==> src/rtl/dual_edge_capture.sv <==
module dual_edge_capture #(
  parameter int CW = 16,
  parameter int FW = 4
) (
  input  logic          clk,
  input  logic          rst_n,
  input  logic          sig_in,
  input  logic [CW-1:0] cnt_in,
  input  logic [1:0]    edge_a,
  input  logic [1:0]    edge_b,
  input  logic          cont_mode,
  input  logic          filt_en,
  input  logic [FW-1:0] filt_len,
  input  logic          ien_a,
  input  logic          ien_b,
  input  logic          bus_rd,
  input  logic          bus_wr,
  input  logic [1:0]    bus_addr,
  input  logic [1:0]    bus_wdata,
  output logic [CW-1:0] rd_data,
  output logic          irq_a,
  output logic          irq_b
);

  logic          s1, s2, lvl, lvl_d;
  logic [FW-1:0] fcnt;
  logic [CW-1:0] cap_a, cap_b, shadow;
  logic          flag_a, flag_b, armed;

  function automatic logic hit(input logic [1:0] sel, input logic prev, input logic cur);
    case (sel)
      2'b01:   return !prev && cur;
      2'b10:   return prev && !cur;
      2'b11:   return prev ^ cur;
      default: return 1'b0;
    endcase
  endfunction

  wire [FW-1:0] eff_len = filt_en ? filt_len : '0;
  wire ev_a   = hit(edge_a, lvl_d, lvl);
  wire ev_b   = hit(edge_b, lvl_d, lvl);
  wire take_a = ev_a && !armed && (cont_mode || (!flag_a && !flag_b));
  wire take_b = ev_b && armed && flag_a;
  wire wr_flg = bus_wr && bus_addr == 2'd2;
  wire clr_a  = wr_flg && bus_wdata[0];
  wire clr_b  = wr_flg && bus_wdata[1];

  always_ff @(posedge clk) begin
    if (!rst_n) begin
      s1 <= 1'b0; s2 <= 1'b0; lvl <= 1'b0; lvl_d <= 1'b0;
      fcnt <= '0; cap_a <= '0; cap_b <= '0; shadow <= '0;
      flag_a <= 1'b0; flag_b <= 1'b0; armed <= 1'b0;
    end else begin
      s1    <= sig_in;
      s2    <= s1;
      lvl_d <= lvl;
      if (s2 == lvl) fcnt <= '0;
      else if (fcnt >= eff_len) begin
        lvl  <= s2;
        fcnt <= '0;
      end else fcnt <= fcnt + 1'b1;
      if (bus_rd && bus_addr == 2'd0) shadow <= cap_b;
      if (take_a) cap_a <= cnt_in;
      if (take_b) cap_b <= cnt_in;
      flag_a <= take_a || (flag_a && !clr_a);
      flag_b <= take_b || (flag_b && !clr_b);
      armed  <= take_a || (armed && !take_b && !clr_a);
    end
  end

  always_comb begin
    case (bus_addr)
      2'd0:    rd_data = cap_a;
      2'd1:    rd_data = shadow;
      2'd2:    rd_data = {{(CW-2){1'b0}}, flag_b, flag_a};
      default: rd_data = '0;
    endcase
  end

  assign irq_a = flag_a && ien_a;
  assign irq_b = flag_b && ien_b;

endmodule

==> config.mk <==
export PLATFORM = sky130hd
export DESIGN_NAME = dual_edge_capture
export DESIGN_NICKNAME = d
export VERILOG_FILES = /design/src/rtl/dual_edge_capture.sv
export SDC_FILE = /design/constraint.sdc
export NUM_CORES = 1
export LEC_CHECK = 0
export ABC_AREA = 1
export CAP_MARGIN = 20
export CORE_MARGIN = 5
export CORE_UTILIZATION = 46
export DETAILED_ROUTE_END_ITERATION = 8
export GPL_TIMING_DRIVEN = 0
export PLACE_DENSITY = 0.76
export SYNTH_ARGS = -nofsm -noshare
export SYNTH_HDL_FRONTEND = slang
export SYNTH_SLANG_ARGS = --single-unit
==> constraint.sdc <==
create_clock -name clk -period 1.5 [get_ports clk]
set_input_delay 0.375 -clock clk [delete_from_list [all_inputs] [get_ports clk]]
set_output_delay 0.375 -clock clk [all_outputs]
set_load 0.05 [all_outputs]
# Word level (Yosys, flattened, before mapping)
# Index checks and enable logic that the tools add are counted.
[op_classes]
magnitude_cmp = 1
bitwise = 3
eq_ne = 9
n_addsub = 1
mux = 4
reduce_logical = 32
[ops]
columns = ["op", "count"]
rows = [
  ["16-bit case mux with 3 select lines", 1],
  ["1-bit logical AND", 17],
  ["2-bit equality test, second input constant", 5],
  ["1-bit zero test", 8],
  ["2-bit by 1-bit equality test with 1-bit output, second input constant", 3],
  ["1-bit case mux with 3 select lines", 2],
  ["4-bit by 1-bit adder with 4-bit output, second input constant", 1],
  ["4-bit >= comparator", 1],
  ["1-bit logical OR", 4],
  ["4-bit 2-to-1 mux", 1],
  ["3-bit OR reduction", 1],
  ["2-bit zero test", 1],
  ["1-bit NOT", 2],
  ["2-bit AND reduction", 1],
  ["1-bit equality test", 1],
  ["1-bit XOR", 1],
]
[totals]
ff_bits = 59
inputBits = 37
out_inout_bits = 18
wordCells = 61

# Depth between registers and ports, before layout
[logic_depth]
word_depth = 9
depth_mapped = 11
ltp_nobuf = 11

# Least setup slack after synthesis
# Ideal clock, no wire load.
[synth_timing]
kind = "input to output"
startpoint = "in bus_addr[1]"
endpoint = "out rd_data[11]"
setup_slack_ns = -0.182
t_required_ns = 1.125
cell_stages = 3
path_buffers = 1
arrival_ns = 1.307
path_cell_list = "nor2_4 -> clkbuf_1 -> a22o_1"
[synth_between]
elab_chain_len = 2
word_cells_on_any_way = 4
cone_classes = "2 x eq/ne; 1 x mux; 1 x reduce/logical"
[synth_rtl]
columns = ["element", "line", "rtl"]
rows = [
  ["start, declared", "18", "input logic [1:0] bus_addr,"],
  ["2-bit equality test, or another cell as far along", "72", "case (bus_addr)"],
  ["16-bit case mux with 3 select lines *", "72", ""],
  ["end, declared", "20", "output logic [CW-1:0] rd_data,"],
]
# Mark *: on every way between the ends. The rest lies on a longest branch, timed or not.

# Worst setup path after layout
[layout_timing]
startpoint = "in bus_addr[1]"
endpoint = "out rd_data[9]"
# The elaborated chain is that of the path after synthesis.

==> results.cfg <==
[placed_design]
post-dp-hpwl_um = 5090
io_buffer_count = 54
gp_congestion = 0.848
placed_area_um2 = 3400
dp.cells = 496

[synthesis]
synth_nets = 411
ys_ff_latch = 59
yosysWarnings = 0
syn_area_per_cell_um2 = 7.41
ys_seq_area_share_pct = 43.4
synth_area_um2 = 2720
synthCells = 367
ys_types = 27

[detailed_routing]
vias = 2753
ant_nets = 0
wire_per_inst_um = 15.0
drt-total-wl_um = 7840
drc_errors = 0
dr.first_iter.drc_count = 153
first_pass_iters = 5
vias_per_cell = 5.25

[cells_and_area]
syn_to_final_growth_pct = 50.4
nets = 488
final_cell_mix = 57 x dfxtp_1, 56 x nand2_1, 51 x nor2_1
finalInstanceArea_um2 = 4090
mostFrequentLayoutCell = dfxtp_1
fin_util_pct = 69.9
layoutNonFillerInstCount = 524
drive_above_1_share_pct = 25.6
n_antenna_cell = 0

[timing]
fin_crit_ns = 1.67
worst_slack_ns = -0.173
max_freq_mhz = 598
finalMaxSlewViolations = 0
hold-worst-slack_ns = 0.423
finalHoldViolCount = 0
fin_crit_sh_pct = 112
grt_setup_unrepaired = true
final.setup_skew_ns = 0.00891
tightest_slew_ns = 0.498
max_slew_margin_pct = 66.8
setup_viol = 15

[hold_path]
worstHoldEndpoint = s2
hp-class = flip-flop to flip-flop
holdPathStages = 2
hold_start = s1

[floorplanning]
ios = 55
die_w_um = 86.9
start_util_pct = 46.5
fp-row-count = 28
core_um2 = 5850
dieArea_um2 = 7550
die_h_um = 86.9

[cts]
clock_sinks = 59
cts.htree.levels = 3
clkTransAtPathRegs_ns = 0.07
numCtsBuffers = 9
cts_root_buf = clkbuf_8
clock_latency_ns = 0.34
cts_buffer_depth = 2
tritoncts = built

[power]
p_sw_mw = 1.15
clockPowerShare_pct = 36.0
p_int_mw = 2.84
cellPowerDensity_nw_per_um2 = 974
pwr-share-comb_pct = 21.0
p_leak_nw = 1.82
ir_worst_vdd_v = 0.000720
power.share.sequential_pct = 43.0
swShare_pct = 28.8

[critical_path]
cp-end-kind = output pin
path_max_fanout = 5
setup.worst_path.class = input port to output pin
regToRegEndpoint = cap_a[5]
rrSetupSlack_ns = 0.05
worstSetupStartpointType = input port
r2r_start = lvl
crit_arrival_ns = 1.30
reg2reg_depth = 7
required_ns = 1.12

[grt]
gr-total-overflow = 0
grt_pass1_vias = 2578
grt_usage_pct = 20.7
antenna_found_initial = 0
grt_max_degree = 11
grt_pass1_wl_um = 12100

[status]
status = complete, but fails checks
violations = setup timing

[run]
cap_violations = 0
==> power groups by stage <==
stage	sequential (mW)	combinational, mW	clock [mW]
4_1_cts	1.71	0.769	1.45
3_3_place_gp	1.73	0.646	0
2_1_floorplan	1.72	0.422	0
3_5_place_dp	1.73	0.656	0
5_1_grt	1.72	0.905	1.52
6_report	1.71	0.838	1.43
==> critical path: stages <==
cell,delay [ns]
buf_8,0.10
or2_4,0.26
inv_6,0.08
buf_12,0.11
buf_16,0.11
a22o_4,0.12
buf_8,0.14
==> synthesized netlist by cell type, drive strengths merged <==
| library cell | instances | share of area (%) |
|---|---|---|
| a21oi | 37 | 6.8 |
| a22o | 14 | 4.5 |
| buf | 13 | 3.6 |
| clkbuf | 7 | 1.0 |
| dfxtp | 59 | 43 |
| ha | 7 | 3.2 |
| inv | 42 | 5.9 |
| nand2 | 65 | 9.2 |
| nand3 | 27 | 5.2 |
| nand3b | 1 | 0.28 |
| nand4 | 16 | 3.7 |
| nor2 | 55 | 8.4 |
| nor3 | 3 | 0.55 |
| nor3b | 1 | 0.28 |
| o21ai | 17 | 3.1 |
| or2 | 1 | 0.23 |
| xnor2 | 1 | 0.32 |
| xor2 | 1 | 0.32 |
==> registers in the layout (all words and copies together) (netlist names) <==
name    cells
cap_a      16
cap_b      16
shadow     16
fcnt        4
armed       1
flag_a      1
flag_b      1
lvl         1
lvl_d       1
s1          1
s2          1
==> cell families after synthesis <==
kind of cell	Yosys count	share of synthesized area [%]
buffers and inverters	62	10.5
XOR/XNOR	2	0.644
flip-flops	59	43.4
AND/OR/NAND/NOR	169	27.7
AO/OA/AOI/OAI	68	14.4
adder cells (fa/ha/maj)	7	3.22
==> repair_timing <==
action,CTS,global route
hold buffers,0,0
setup buffers,6,4
resized for setup,194,27
setup endpoints to repair,68,54
endpoints found under the hold margin,0,0
pin swaps,4,7
gates cloned,2,1
==> layer usage <==
layer	up-vias	GRT usage, %	routed length, µm
li1	1368	-	-
met1	1272	25.4	3230
met5	-	0	0
met3	17	3.69	457
met4	0	9.49	148
met2	96	35.1	4000
==> worst max-delay path by stage <==
stage	to	start	depth (start not counted)	slack, ns
floorplan	rd_data[11]	bus_addr[0]	5	-0.03
global placement	rd_data[1]	bus_addr[1]	6	-1.40
global route	rd_data[9]	bus_addr[0]	8	-0.20
detailed placement	rd_data[1]	bus_addr[1]	6	-1.44
finish	rd_data[9]	bus_addr[1]	7	-0.17
CTS	rd_data[3]	bus_addr[0]	8	-0.17
==> final cells by class <==
cell class / count / area (µm²)
buffer: 19 / 149
inverter: 42 / 173
fill: 469 / 1760
clock inverter: 5 / 52.6
sequential: 59 / 1180
multi-input combinational: 246 / 1520
tap: 75 / 93.8
timing repair buffer: 67 / 778
clock buffer: 11 / 141
==> metrics by stage <==
stage / setup WS [ns] / total power [mW] / TNS, ns
2_1_floorplan: -0.0324 / 2.14 / -0.259
3_3_place_gp: -1.40 / 2.37 / -39.26
3_5_place_dp: -1.44 / 2.39 / -41.01
4_1_cts: -0.173 / 3.92 / -2.08
5_1_grt: -0.199 / 4.15 / -2.37
6_report: -0.173 / 3.99 / -1.93
Note: power is estimated with default switching activity, not from simulation.
